### src/rtl/smbreg_pkg.sv
package smbreg_pkg;
  localparam int NUM_REGS  = 6;
  localparam int IDX_W     = 8;
  localparam int SEL_W     = $clog2(NUM_REGS);
  localparam int IDX_CTRL  = 0;
  localparam int IDX_IDREV = 3;
  localparam int IDX_DEVID = 4;
  localparam int IDX_COUNT = 5;

  typedef enum logic [2:0] {
    PH_IDLE, PH_ADDR, PH_INDEX, PH_COUNT, PH_WDATA, PH_RDATA, PH_IGNORE
  } phase_e;

  function automatic logic [7:0] reg_default(input int i);
    case (i)
      IDX_CTRL:  return 8'h83;
      IDX_COUNT: return 8'h06;
      default:   return 8'h00;
    endcase
  endfunction
endpackage

### src/rtl/smbreg_sync.sv
module smbreg_sync #(
  parameter int STAGES = 2
) (
  input  logic clk,
  input  logic rst_n,
  input  logic scl_i,
  input  logic sda_i,
  output logic scl_s,
  output logic sda_s,
  output logic ev_start,
  output logic ev_stop,
  output logic ev_rise,
  output logic ev_fall
);
  logic [STAGES-1:0] scl_pipe, sda_pipe;
  logic scl_p, sda_p;

  always_ff @(posedge clk or negedge rst_n) begin
    if (!rst_n) begin
      scl_pipe <= '1;
      sda_pipe <= '1;
      scl_p    <= 1'b1;
      sda_p    <= 1'b1;
    end else begin
      scl_pipe <= {scl_pipe[STAGES-2:0], scl_i};
      sda_pipe <= {sda_pipe[STAGES-2:0], sda_i};
      scl_p    <= scl_pipe[STAGES-1];
      sda_p    <= sda_pipe[STAGES-1];
    end
  end

  assign scl_s    = scl_pipe[STAGES-1];
  assign sda_s    = sda_pipe[STAGES-1];
  assign ev_start = scl_s & scl_p & sda_p & ~sda_s;
  assign ev_stop  = scl_s & scl_p & ~sda_p & sda_s;
  assign ev_rise  = scl_s & ~scl_p;
  assign ev_fall  = ~scl_s & scl_p;

  // bus events must be mutually exclusive for the phase machine
  p_events_exclusive_r10: assert property (@(posedge clk) disable iff (!rst_n)
    $onehot0({ev_start, ev_stop, ev_rise, ev_fall}));
endmodule

### src/rtl/smbreg_regs.sv
module smbreg_regs
  import smbreg_pkg::*;
#(
  parameter logic [7:0] DEV_ID  = 8'h06,
  parameter logic [3:0] REV_ID  = 4'h0,
  parameter logic [3:0] VEND_ID = 4'h1
) (
  input  logic             clk,
  input  logic             rst_n,
  input  logic             wr_en,
  input  logic [IDX_W-1:0] wr_idx,
  input  logic [7:0]       wr_data,
  input  logic [IDX_W-1:0] rd_idx,
  output logic [7:0]       rd_data,
  output logic [7:0]       count_o,
  output logic             ctl_sw_en,
  output logic             ctl_bw,
  output logic             ctl_mode
);
  logic [7:0] regs [NUM_REGS];
  logic [NUM_REGS*8-1:0] snap;

  for (genvar gi = 0; gi < NUM_REGS; gi++) begin : g_reg
    if (gi == IDX_IDREV) begin : g_idrev
      assign regs[gi] = {REV_ID, VEND_ID};
    end else if (gi == IDX_DEVID) begin : g_devid
      assign regs[gi] = DEV_ID;
    end else begin : g_rw
      logic [7:0] q;
      always_ff @(posedge clk or negedge rst_n) begin
        if (!rst_n)
          q <= reg_default(gi);
        else if (wr_en && wr_idx == IDX_W'(gi))
          q <= wr_data;
      end
      assign regs[gi] = q;
    end
    assign snap[gi*8 +: 8] = regs[gi];
  end

  assign rd_data   = (rd_idx < IDX_W'(NUM_REGS)) ? regs[rd_idx[SEL_W-1:0]] : 8'h00;
  assign count_o   = regs[IDX_COUNT];
  assign ctl_sw_en = regs[IDX_CTRL][7];
  assign ctl_bw    = regs[IDX_CTRL][1];
  assign ctl_mode  = regs[IDX_CTRL][0];

  p_oob_write_ignored_r9: assert property (@(posedge clk) disable iff (!rst_n)
    (wr_en && wr_idx >= IDX_W'(NUM_REGS)) |=> $stable(snap));

  p_ro_write_ignored_r8: assert property (@(posedge clk) disable iff (!rst_n)
    (wr_en && (wr_idx == IDX_W'(IDX_IDREV) || wr_idx == IDX_W'(IDX_DEVID))) |=> $stable(snap));
endmodule

### src/rtl/smbreg_proto.sv
module smbreg_proto
  import smbreg_pkg::*;
#(
  parameter logic [6:0] ADDR7 = 7'h6A
) (
  input  logic             clk,
  input  logic             rst_n,
  input  logic             scl_s,
  input  logic             sda_s,
  input  logic             ev_start,
  input  logic             ev_stop,
  input  logic             ev_rise,
  input  logic             ev_fall,
  input  logic [7:0]       rd_data,
  input  logic [7:0]       count_val,
  output logic [IDX_W-1:0] rd_idx,
  output logic             wr_en,
  output logic [IDX_W-1:0] wr_idx,
  output logic [7:0]       wr_data,
  output logic             sda_oe
);
  phase_e           phase;
  logic [3:0]       bit_cnt;
  logic [7:0]       shreg, tx_sh, wr_left, rd_left;
  logic [IDX_W-1:0] ptr;
  logic             in_ack, is_read, host_ack, byte_ok;
  logic             rx_phase;

  assign rd_idx   = ptr;
  assign rx_phase = (phase == PH_ADDR) || (phase == PH_INDEX) ||
                    (phase == PH_COUNT) || (phase == PH_WDATA);

  always_comb begin
    case (phase)
      PH_ADDR:  byte_ok = (shreg[7:1] == ADDR7);
      PH_WDATA: byte_ok = (wr_left != 8'd0);
      default:  byte_ok = 1'b1;
    endcase
  end

  always_ff @(posedge clk or negedge rst_n) begin
    if (!rst_n) begin
      phase    <= PH_IDLE;
      bit_cnt  <= '0;
      shreg    <= '0;
      tx_sh    <= '0;
      wr_left  <= '0;
      rd_left  <= '0;
      ptr      <= '0;
      in_ack   <= 1'b0;
      is_read  <= 1'b0;
      host_ack <= 1'b0;
      sda_oe   <= 1'b0;
      wr_en    <= 1'b0;
      wr_idx   <= '0;
      wr_data  <= '0;
    end else begin
      wr_en <= 1'b0;
      if (ev_start) begin
        phase   <= PH_ADDR;
        bit_cnt <= '0;
        in_ack  <= 1'b0;
        sda_oe  <= 1'b0;
      end else if (ev_stop) begin
        phase   <= PH_IDLE;
        bit_cnt <= '0;
        in_ack  <= 1'b0;
        sda_oe  <= 1'b0;
      end else if (rx_phase) begin
        if (ev_rise && bit_cnt < 4'd8) begin
          shreg   <= {shreg[6:0], sda_s};
          bit_cnt <= bit_cnt + 4'd1;
        end else if (ev_fall && bit_cnt == 4'd8 && !in_ack) begin
          if (byte_ok) begin
            sda_oe <= 1'b1;
            in_ack <= 1'b1;
            case (phase)
              PH_ADDR:  is_read <= shreg[0];
              PH_INDEX: ptr     <= shreg;
              PH_COUNT: wr_left <= shreg;
              PH_WDATA: begin
                wr_en   <= 1'b1;
                wr_idx  <= ptr;
                wr_data <= shreg;
                ptr     <= ptr + 1'b1;
                wr_left <= wr_left - 8'd1;
              end
              default: ;
            endcase
          end else begin
            phase   <= PH_IGNORE;
            bit_cnt <= '0;
          end
        end else if (ev_fall && in_ack) begin
          in_ack  <= 1'b0;
          bit_cnt <= '0;
          sda_oe  <= 1'b0;
          case (phase)
            PH_ADDR: begin
              if (is_read) begin
                phase   <= PH_RDATA;
                tx_sh   <= count_val;
                rd_left <= count_val;
                sda_oe  <= ~count_val[7];
              end else begin
                phase <= PH_INDEX;
              end
            end
            PH_INDEX: phase <= PH_COUNT;
            PH_COUNT: phase <= PH_WDATA;
            default:  phase <= phase;
          endcase
        end
      end else if (phase == PH_RDATA) begin
        if (ev_rise) begin
          if (bit_cnt == 4'd8) begin
            host_ack <= ~sda_s;
            bit_cnt  <= 4'd9;
          end else if (bit_cnt < 4'd8) begin
            bit_cnt <= bit_cnt + 4'd1;
          end
        end else if (ev_fall) begin
          if (bit_cnt >= 4'd1 && bit_cnt <= 4'd7) begin
            tx_sh  <= {tx_sh[6:0], 1'b0};
            sda_oe <= ~tx_sh[6];
          end else if (bit_cnt == 4'd8) begin
            sda_oe <= 1'b0;
          end else if (bit_cnt == 4'd9) begin
            bit_cnt <= '0;
            if (host_ack && rd_left != 8'd0) begin
              tx_sh   <= rd_data;
              sda_oe  <= ~rd_data[7];
              ptr     <= ptr + 1'b1;
              rd_left <= rd_left - 8'd1;
            end else begin
              phase <= PH_IGNORE;
            end
          end
        end
      end
    end
  end

  p_pull_in_low_phase_r12: assert property (@(posedge clk) disable iff (!rst_n)
    $rose(sda_oe) |-> !scl_s);

  p_ignore_released_r1: assert property (@(posedge clk) disable iff (!rst_n)
    (phase == PH_IGNORE) |-> !sda_oe);

  p_write_from_data_phase_r2: assert property (@(posedge clk) disable iff (!rst_n)
    wr_en |-> $past(phase) == PH_WDATA);

  p_bitcnt_range_r10: assert property (@(posedge clk) disable iff (!rst_n)
    bit_cnt <= 4'd9);
endmodule

### src/rtl/smb_regblk.sv
module smb_regblk
  import smbreg_pkg::*;
#(
  parameter logic [6:0] ADDR7       = 7'h6A,
  parameter logic [7:0] DEV_ID      = 8'h06,
  parameter logic [3:0] REV_ID      = 4'h0,
  parameter logic [3:0] VEND_ID     = 4'h1,
  parameter int         SYNC_STAGES = 2
) (
  input  logic clk,
  input  logic rst_n,
  input  logic scl_i,
  input  logic sda_i,
  output logic sda_oe_o,
  input  logic strap_bw_high_i,
  input  logic strap_pll_on_i,
  output logic bw_high_o,
  output logic pll_on_o
);
  logic scl_s, sda_s, ev_start, ev_stop, ev_rise, ev_fall;
  logic wr_en, sw_en, reg_bw, reg_mode;
  logic [IDX_W-1:0] wr_idx, rd_idx;
  logic [7:0] wr_data, rd_data, count_val;

  smbreg_sync #(.STAGES(SYNC_STAGES)) u_sync (
    .clk(clk), .rst_n(rst_n), .scl_i(scl_i), .sda_i(sda_i),
    .scl_s(scl_s), .sda_s(sda_s), .ev_start(ev_start), .ev_stop(ev_stop),
    .ev_rise(ev_rise), .ev_fall(ev_fall)
  );

  smbreg_proto #(.ADDR7(ADDR7)) u_proto (
    .clk(clk), .rst_n(rst_n), .scl_s(scl_s), .sda_s(sda_s),
    .ev_start(ev_start), .ev_stop(ev_stop), .ev_rise(ev_rise), .ev_fall(ev_fall),
    .rd_data(rd_data), .count_val(count_val), .rd_idx(rd_idx),
    .wr_en(wr_en), .wr_idx(wr_idx), .wr_data(wr_data), .sda_oe(sda_oe_o)
  );

  smbreg_regs #(.DEV_ID(DEV_ID), .REV_ID(REV_ID), .VEND_ID(VEND_ID)) u_regs (
    .clk(clk), .rst_n(rst_n), .wr_en(wr_en), .wr_idx(wr_idx), .wr_data(wr_data),
    .rd_idx(rd_idx), .rd_data(rd_data), .count_o(count_val),
    .ctl_sw_en(sw_en), .ctl_bw(reg_bw), .ctl_mode(reg_mode)
  );

  assign bw_high_o = sw_en ? reg_bw   : strap_bw_high_i;
  assign pll_on_o  = sw_en ? reg_mode : strap_pll_on_i;
endmodule

### config.mk
export PLATFORM = sky130hd
export DESIGN_NAME = smb_regblk
export DESIGN_NICKNAME = d
export VERILOG_FILES = /design/src/rtl/smbreg_pkg.sv /design/src/rtl/smbreg_sync.sv /design/src/rtl/smbreg_regs.sv /design/src/rtl/smbreg_proto.sv /design/src/rtl/smb_regblk.sv
export SDC_FILE = /design/constraint.sdc
export NUM_CORES = 1
export LEC_CHECK = 0
export BUFFER_PORTS_ARGS = -buffer_cell sky130_fd_sc_hd__buf_2
export CORE_MARGIN = 3
export CORE_UTILIZATION = 51
export CTS_CLUSTER_SIZE = 24
export DETAILED_ROUTE_END_ITERATION = 10
export GPL_TIMING_DRIVEN = 0
export PLACE_DENSITY = 0.67
export SLEW_MARGIN = 20
export SYNTH_ARGS = -nofsm -noshare
export SYNTH_HDL_FRONTEND = slang
export SYNTH_SLANG_ARGS = --single-unit
export TNS_END_PERCENT = 1
### constraint.sdc
create_clock -name clk -period 7.3 [get_ports clk]
set_clock_uncertainty 0.2 [all_clocks]
set_input_delay 0.365 -clock clk [delete_from_list [all_inputs] [get_ports clk]]
set_output_delay 0.365 -clock clk [all_outputs]
set_load 0.02 [all_outputs]
* After elaboration in Yosys (flattened, before gate mapping)
Index checks and enable logic that the tools add are counted.
Word-level totals: register bits after elaboration 105, bits of input ports 6
Cells by class: add/subtract/negate cells 4, order comparisons 5, eq/ne operators 39, mux-type cells 101, bitwise gates (word level) 19, reduce and logical (&&, ||, !) cells 45
Operators with widths (count):
- $mux W8 | 27
- $mux W4 | 15
- $mux W7 | 8
- $mux W3 | 15
- $pmux W8 S2 | 2
- $mux W1 | 31
- $reduce_and A13 Y1 | 2
- $bmux W8 S3 | 1
- $reduce_and A7 Y1 | 3
- $ne A6 B6 Y1 const B | 3
- $ne A4 B3 Y1 const B | 4
- $reduce_and A8 Y1 | 2
- $reduce_bool A4 Y1 | 4
- $reduce_bool A8 Y1 | 2
- $sub A8 B1 Y8 const B | 2
- $reduce_and A14 Y1 | 1
- $ne A2 B2 Y1 const B | 6
- $reduce_bool A6 Y1 | 2
- $not A1 Y1 | 11
- $reduce_and A11 Y1 | 1
- $logic_and A1 B1 Y1 | 10
- $ne A5 B3 Y1 const B | 2
- $ne A5 B5 Y1 const B | 2
- $reduce_bool A2 Y1 | 5
- 32 further kinds | 52

* Logic depth before layout (Yosys ltp)
Gate-level depths: netlist of the first run.
word-level depth 16, depth in mapped cells 11, gate-level depth less buffers 8

* Hierarchy
A second synthesis of the first run with hierarchy kept.
Unflattened totals: cells, all modules 533, area, all modules 5650.4 µm²
Modules (own cells, without submodules):
- smbreg_proto | instances 1, cells each 399, area each 3857.4 µm²
- smbreg_regs | instances 1, cells each 122, area each 1577.8 µm²
- smbreg_sync | instances 1, cells each 10, area each 192.7 µm²
- smb_regblk | instances 1, cells each 2, area each 22.5 µm²

* Least setup slack after synthesis of the first run
No wires, ideal clock.
kind reg2reg, start register u_proto.bit_cnt[0], end register u_proto.wr_left[4], data arrival time 2376 ps, slack 4601 ps, cell stages (with the launch flop) 12, buffers on the path 3, clock period less this slack 2699 ps, path through dfrtp_1 > inv_1 > ha_1 > nand3b_4 > or3_1 > buf_2 > or3_1 > buf_6 > or2_4 > buf_6 > o21ai_1 > o21ai_1
Between the ends: longest elaborated chain between the ends 4, elaborated cells between the ends (all ways) 7, classes of those cells order compare (1); eq/ne (1); bitwise (1); reduce/logical (4)
Ends and longest elaborated chain:
- start, declared | RTL line smbreg_proto.sv:23 | logic [3:0] bit_cnt;
- start signal, assigned | RTL line smbreg_proto.sv:72 | bit_cnt <= bit_cnt + 4'd1;
- start signal, assigned | RTL line smbreg_proto.sv:120 | bit_cnt <= bit_cnt + 4'd1;
- $lt A4 B4 Y1 / $eq A4 B4 Y1 (equally long branches) | RTL line smbreg_proto.sv:70, smbreg_proto.sv:73
- $logic_and A1 B1 Y1, on equally long branches | RTL line smbreg_proto.sv:70, smbreg_proto.sv:73
- $not A1 Y1 (no line) / $logic_and A1 B1 Y1 (equally long branches)
- $reduce_and A7 Y1 (no line) (*)
- end signal, assigned | RTL line smbreg_proto.sv:80 | PH_COUNT: wr_left <= shreg;
- end signal, assigned | RTL line smbreg_proto.sv:86 | wr_left <= wr_left - 8'd1;
- end, declared | RTL line smbreg_proto.sv:24 | logic [7:0] shreg, tx_sh, wr_left, rd_left;
Mark *: on every way between the ends. The rest lies on a longest branch, timed or not. A chain may end at the register's enable or synchronous reset.

* Worst setup path in the final report of the first run
start register u_proto.bit_cnt[0], end register u_proto.ptr[0], in the netlist u_proto.rd_idx[0]
Between the ends: longest elaborated chain between the ends 5, elaborated cells between the ends (all ways) 15, classes of those cells order compare (3); eq/ne (6); reduce/logical (6)
Ends and longest elaborated chain:
- branches (longest 4 deep; another with $lt A4 B4 Y1)
- $reduce_and A13 Y1 (no line) (*)
- end signal, assigned | RTL line smbreg_proto.sv:79 | PH_INDEX: ptr <= shreg;
- end signal, assigned | RTL line smbreg_proto.sv:85 | ptr <= ptr + 1'b1;
- end signal, assigned | RTL line smbreg_proto.sv:133 | ptr <= ptr + 1'b1;
- end, declared | RTL line smbreg_proto.sv:25 | logic [IDX_W-1:0] ptr;
Mark *: on every way between the ends.

==> results of run 1 <==
registers in the layout, summed over array words and instances, names as in the netlist:
register and cells:
u_proto.wr_left 8, u_proto.is_read 1, u_proto.bit_cnt 4, u_proto.wr_idx 8, u_proto.host_ack 1, u_proto.sda_oe 1, u_proto.rd_left 8, u_proto.wr_data 8
u_proto.wr_en 1, u_sync.sda_p 1, u_proto.shreg 8, u_sync.sda_pipe 2, u_regs.count_o 8, u_proto.rd_idx 8, u_proto.tx_sh 7, u_sync.scl_p 1
u_sync.scl_pipe 2, u_proto.in_ack 1, u_regs.g.g_rw.q 24, u_proto.phase 3
layer usage:
| layer | up-vias | global-route usage | part of all wire |
|---|---|---|---|
| met3 | 23 | 0.0546 | 0.050 |
| li1 | 2119 | - | - |
| met4 | 0 | 0.0633 | 0.015 |
| met5 | - | 0 | 0 |
| met2 | 113 | 0.357 | 0.47 |
| met1 | 2219 | 0.310 | 0.46 |
final timing paths:
kind | start | end | slack, ps
setup / recovery | u_proto.bit_cnt[0] | u_proto.rd_idx[0] | 4140
hold / removal | u_sync.sda_pipe[0] | u_sync.sda_pipe[1] | 160
setup reg to reg | u_proto.bit_cnt[0] | u_proto.rd_idx[0] | 4140
hold reg to reg | u_sync.sda_pipe[0] | u_sync.sda_pipe[1] | 160
max in group asynchronous | rst_n | u_sync.sda_p | 5990
min in group asynchronous | rst_n | u_proto.bit_cnt[2] | 270
power groups by stage:
stage                     Sequential [mW]  Combinational (mW)  Clock, mW
after global routing                0.768               0.885      0.384
final                               0.755               0.791      0.352
after detailed placement            0.765               0.776          0
after global placement              0.762               0.756          0
after CTS                           0.754               0.783      0.360
after floorplan                     0.734               0.581          0
layout make-up:
cell class                      count  area [µm²]  share of cell area
Multi-Input combinational cell    417        2800               0.459
Sequential cell                   105        2640               0.433
Tap cell                          136         170              0.0279
Clock buffer                       10         138              0.0226
Buffer                             29         135              0.0221
Timing Repair Buffer               12         104              0.0170
Inverter                           18        67.6              0.0111
Clock inverter                      6        47.5             0.00779
cells by family (layout without fill, tap and decap cells):
family | after synthesis | count (layout) | synth area share
simple gates | 182 | 182 | 0.167
compound gates | 154 | 154 | 0.167
flops | 105 | 105 | 0.468
mux | 72 | 72 | 0.143
buf+inv | 47 | 75 | 0.0359
fa+ha+maj | 8 | 8 | 0.0177
xor+xnor | 1 | 1 | 0.00155
what timing repair did:
item / 4_1_cts / 5_1_grt
hold buffers: 3 / 0
gates resized for setup: 0 / 0
endpoints found under the hold margin: 46 / 0
buffers inserted: 0 / 0
setup endpoints to repair: 0 / 0
worst register-to-register path: stages, from the launching register on:
cell      delay (ps)
dfrtp_1          440
inv_1             90
ha_1             310
nand3b_4         180
or3_1            370
buf_2            160
nor4_1           330
o211ai_1         320
clkbuf_1         300
o21ai_0          250
o31ai_1          110
Yosys cell counts, drive strengths merged (2+ instances only):
cell / n
nor2b: 8
buf: 6
o311ai: 5
a211o: 2
mux2: 68
o211ai: 8
dfstp: 11
and3b: 3
a32o: 2
nor2: 49
a221oi: 2
nand2: 41
or2: 3
mux2i: 4
nand3b: 2
o22a: 4
nor3b: 8
or3b: 2
ha: 8
o22ai: 7
nor4bb: 2
a21oi: 34
dfrtp: 94
o21ai: 59
nand3: 10
a31oi: 4
o21a: 3
a211oi: 3
nor4: 8
or3: 6
nand2b: 6
inv: 18
nor3: 23
nand4b: 3
and2: 4
clkbuf: 23
a22oi: 8
o31ai: 4
==> results.py, run 1 <==
metrics = {
    "status": {
        "status": "finished clean",
    },
    "power": {
        "swShare": 0.429,
        "ir_worst_vdd_uv": 166,
        "p_switching_uw": 814,
        "p_leak_nw": 2.66,
        "clock_power_share": 0.186,
        "p_int_mw": 1.08,
        "total_power_mw": 1.90,
        "power_frac_comb": 0.417,
        "p_seq_frac": 0.398,
        "power_density_mw_per_mm2": 311,
    },
    "placement": {
        "dp_hpwl_um": 9290,
        "place_area_mm2": 0.00589,
        "gp_congestion": 0.885,
        "placed_cells": 714,
        "pre_cts_slack_ps": 4150,
        "port_buffers": 8,
    },
    "floorplanning": {
        "die_area_mm2": 0.0124,
        "placementRows": 37,
        "die_w_um": 111,
        "die_y_um": 111,
        "core-area_mm2": 0.0106,
        "ios": 9,
        "start_util": 0.535,
    },
    "synthesis": {
        "syn_avg_cell_area_um2": 9.92,
        "yosys.area.top_type_share": 0.417,
        "async_flop_share": 1.00,
        "yosys_warnings": 0,
        "yosys.area.top_type": "dfrtp_1",
        "synthesis.nets": 583,
        "synth_area_leaders": "dfrtp_1, mux2_2, dfstp_2, o21ai_0, nor2_1",
        "netlist_area_mm2": 0.00564,
        "synth_ff_type": "dfrtp_1",
        "synth.distinct_cells": 58,
        "synth-seq-cells": 105,
        "synth-edff-count": 0,
        "syn_inst": 569,
        "seq_area_frac_synth": 0.468,
    },
    "clock_tree": {
        "cts_buffers": 9,
        "clock-root-buffer": "clkbuf_8",
        "htreeDepth": 3,
        "cts_buffer_depth": 2,
        "cts.clk_slew.worst_paths_ps": 110,
        "insertion_delay_ps": 400,
        "tritoncts": "done",
        "clkSinkCount": 105,
    },
    "timing": {
        "fin_crit_sh": 0.433,
        "worst_pin_slew_ps": 890,
        "fmax_mhz": 316,
        "hold_viol_final": 0,
        "slew_violations": 0,
        "rsz0062_at_grt": "false",
        "finalSetupViolations": 0,
        "tns_ps": 0,
        "whs_ps": 162,
        "finalWorstSetupSlack_ps": 4140,
        "max-slew-margin-rel": 0.402,
        "min_period_ps": 3160,
    },
    "job": {
        "cap_violations": 0,
    },
    "cells_and_area": {
        "fin_area_mm2": 0.00610,
        "final_nets": 606,
        "final_layout_size_suffix_gt1_frac": 0.199,
        "final_cell_mix": "dfrtp_1, mux2_2, nor2_1, o21ai_0, nand2_1",
        "fillers": 923,
        "syn_to_final_growth_pct": 8.14,
        "final_common_cell": "dfrtp_1",
        "layoutNonFillerInstCount": 733,
        "antenna_cells": 0,
        "post-route-util": 0.578,
    },
    "critical_path": {
        "rr_worst_depth": 10,
        "path_buf_inv": 3,
        "worst_ep_required_time_ps": 7380,
        "max_stage_delay_ps": 440,
        "slowest_stage": "dfrtp_1",
        "critPathTopFamily": "simple AND/OR/NAND/NOR gates",
        "path_depth": 10,
        "arrival_ps": 3240,
        "crit_fanout": 10,
        "critPathKind": "flop to flop",
        "end_kind": "flop",
        "cp-start-kind": "flop",
        "crit_chain": "inv_1 -> ha_1 -> nand3b_4 -> or3_1 -> buf_2 -> nor4_1 -> o211ai_1 -> clkbuf_1 -> o21ai_0 -> o31ai_1",
    },
    "routing": {
        "postRouteAntennaNets": 0,
        "vias": 4474,
        "dr.pass1.iters": 5,
        "drc": 0,
        "drt_iter0_drc": 454,
        "wl_per_cell_um": 18.1,
        "routed_wl_um": 13200,
        "vias_per_cell": 6.10,
    },
    "grt": {
        "grt_usage": 0.225,
        "grt_pass1_vias": 4385,
        "grt_pass1_wl_um": 22400,
        "grt_max_degree": 57,
        "antenna_found_initial": 0,
        "overflow": 0,
    },
    "min_path": {
        "whs_path_depth": 0,
        "holdCritPathClass": "flop to flop",
    },
}
(Power assumes the default switching activity.)
==> run 2, diff against run 1 <==
==> constraint.sdc (replaced) <==
create_clock -name clk -period 3 [get_ports clk]
set_clock_uncertainty 0.2 [all_clocks]
set_input_delay 0.15 -clock clk [delete_from_list [all_inputs] [get_ports clk]]
set_output_delay 0.15 -clock clk [all_outputs]
set_load 0.02 [all_outputs]
==> run 2 against run 1 <==
  * Worst hold slack got worse by 110 ps
  * Global-route usage about the same
  * Maximum frequency rose by 11%
  * Critical endpoint unchanged
  * Largest cell class unchanged
  * Largest power group unchanged
==> results.py, run 2 (synthesis gave the netlist of run 1 again) <==
metrics = {
    "status": {
        "status": "finished clean",
    },
    "clock_tree": {
        "clkSinkCount": 105,
        "cts.clk_slew.worst_paths_ps": 110,
        "clock-root-buffer": "clkbuf_8",
        "insertion_delay_ps": 400,
        "cts_buffer_depth": 2,
        "htreeDepth": 3,
        "cts_buffers": 9,
        "tritoncts": "done",
    },
    "timing": {
        "max-slew-margin-rel": 0.415,
        "min_period_ps": 2840,
        "slew_violations": 0,
        "fmax_mhz": 352,
        "fin_crit_sh": 0.948,
        "finalSetupViolations": 0,
        "finalWorstSetupSlack_ps": 156,
        "worst_pin_slew_ps": 871,
        "hold_viol_final": 0,
    },
    "power": {
        "power_density_mw_per_mm2": 763,
        "ir_worst_vdd_uv": 404,
        "p_leak_nw": 2.69,
        "total_power_mw": 4.69,
    },
    "placement": {
        "gp_congestion": 0.885,
        "dp_hpwl_um": 9290,
        "port_buffers": 8,
        "pre_cts_slack_ps": -147,
    },
    "routing": {
        "vias": 4451,
        "dr.pass1.iters": 6,
        "postRouteAntennaNets": 0,
        "vias_per_cell": 6.05,
        "drc": 0,
        "drt_iter0_drc": 447,
        "wl_per_cell_um": 18.1,
        "routed_wl_um": 13300,
    },
    "critical_path": {
        "crit_fanout": 10,
        "rr_startpoint": "u_proto.bit_cnt[0]",
        "critPathKind": "flop to flop",
        "crit_chain": "inv_1 -> ha_4 -> nand3b_4 -> or3_1 -> buf_2 -> nor4_1 -> o211ai_1 -> clkbuf_1 -> o21ai_0 -> o31ai_1",
        "critPathTopFamily": "simple AND/OR/NAND/NOR gates",
        "max_stage_delay_ps": 420,
        "cp-start-kind": "flop",
        "worst_ep_required_time_ps": 3070,
        "end_kind": "flop",
        "path_buf_inv": 3,
        "slowest_stage": "dfrtp_1",
        "arrival_ps": 2920,
        "crit_path_start": "u_proto.bit_cnt[0]",
    },
    "cells_and_area": {
        "syn_to_final_growth_pct": 8.87,
        "largest_reg_flops": 24,
        "antenna_cells": 0,
        "fillers": 923,
        "final_layout_size_suffix_gt1_frac": 0.205,
        "final_common_cell": "dfrtp_1",
        "final_nets": 609,
        "regMostFlops": "u_regs.g.g_rw.q",
        "final_cell_mix": "dfrtp_1, mux2_2, nor2_1, o21ai_0, nand2_1",
    },
    "grt": {
        "overflow": 0,
        "grt_pass1_vias": 4391,
        "antenna_found_initial": 0,
        "grt_pass1_wl_um": 22400,
        "grt_usage": 0.225,
        "grt_max_degree": 57,
    },
    "floorplanning": {
        "die_area_mm2": 0.0124,
        "placementRows": 37,
        "core-area_mm2": 0.0106,
        "die_w_um": 111,
        "die_y_um": 111,
        "start_util": 0.535,
        "ios": 9,
    },
    "job": {
        "cap_violations": 0,
    },
    "min_path": {
        "holdCritPathClass": "input port to async pin",
    },
}
run 2: power by group:
part           leakage [nW]  switching, mW  internal [mW]
registers              1.39          0.229           1.61
clock network        0.0989          0.525          0.335
logic                  1.20           1.26          0.731
run 2: repair_timing:
action | CTS | global route
setup endpoints to repair | 15 | 32
pin swaps | 1 | 1
setup buffers | 1 | 2
hold buffers | 3 | 0
endpoints found under the hold margin | 101 | 0
resized for setup | 1 | 2
run 2: area by class of cell:
cell class / count / area [µm²] / area share
buffer: 29 / 135 / 0.0220
clock buffer: 10 / 138 / 0.0224
clock inverter: 6 / 47.5 / 0.00774
inverter: 18 / 67.6 / 0.0110
multi-input combinational: 417 / 2820 / 0.459
sequential: 105 / 2640 / 0.430
tap: 136 / 170 / 0.0277
timing repair buffer: 15 / 126 / 0.0206
run 2: final timing paths:
check                                endpoint  slack, ps  cells after the start
min in group clk           u_sync.sda_pipe[1]        160                      0
max                         u_proto.rd_idx[0]        160                     10
min reg2reg                u_sync.sda_pipe[1]        160                      0
min                        u_proto.bit_cnt[2]         60                      2
max reg2reg                 u_proto.rd_idx[0]        160                     10
max in group asynchronous        u_sync.sda_p       1900                      3
run 2: metal layers:
metal / vias to the layer above / wire length [µm] / part of all wire / global-route usage
met5: - / 0 / 0 / 0
met4: 0 / 185 / 0.014 / 0.0633
met3: 21 / 646 / 0.049 / 0.0546
met2: 105 / 6290 / 0.47 / 0.357
met1: 2196 / 6190 / 0.46 / 0.310
li1: 2129 / - / - / -
run 2: per-stage QoR:
step / util / hold slack [ps] / setup TNS [ps] / std cells / area, µm²
floorplan: - / -346 / 0 / 569 / 5640
global placement: 0.555 / 55.3 / -14.8 / 713 / 5850
detailed placement: 0.558 / -74.6 / -972 / 714 / 5890
CTS: 0.580 / 77.9 / 0 / 734 / 6120
global route: 0.582 / 96.7 / -0.00688 / 736 / 6140
finish: 0.582 / 56.0 / 0 / 736 / 6140
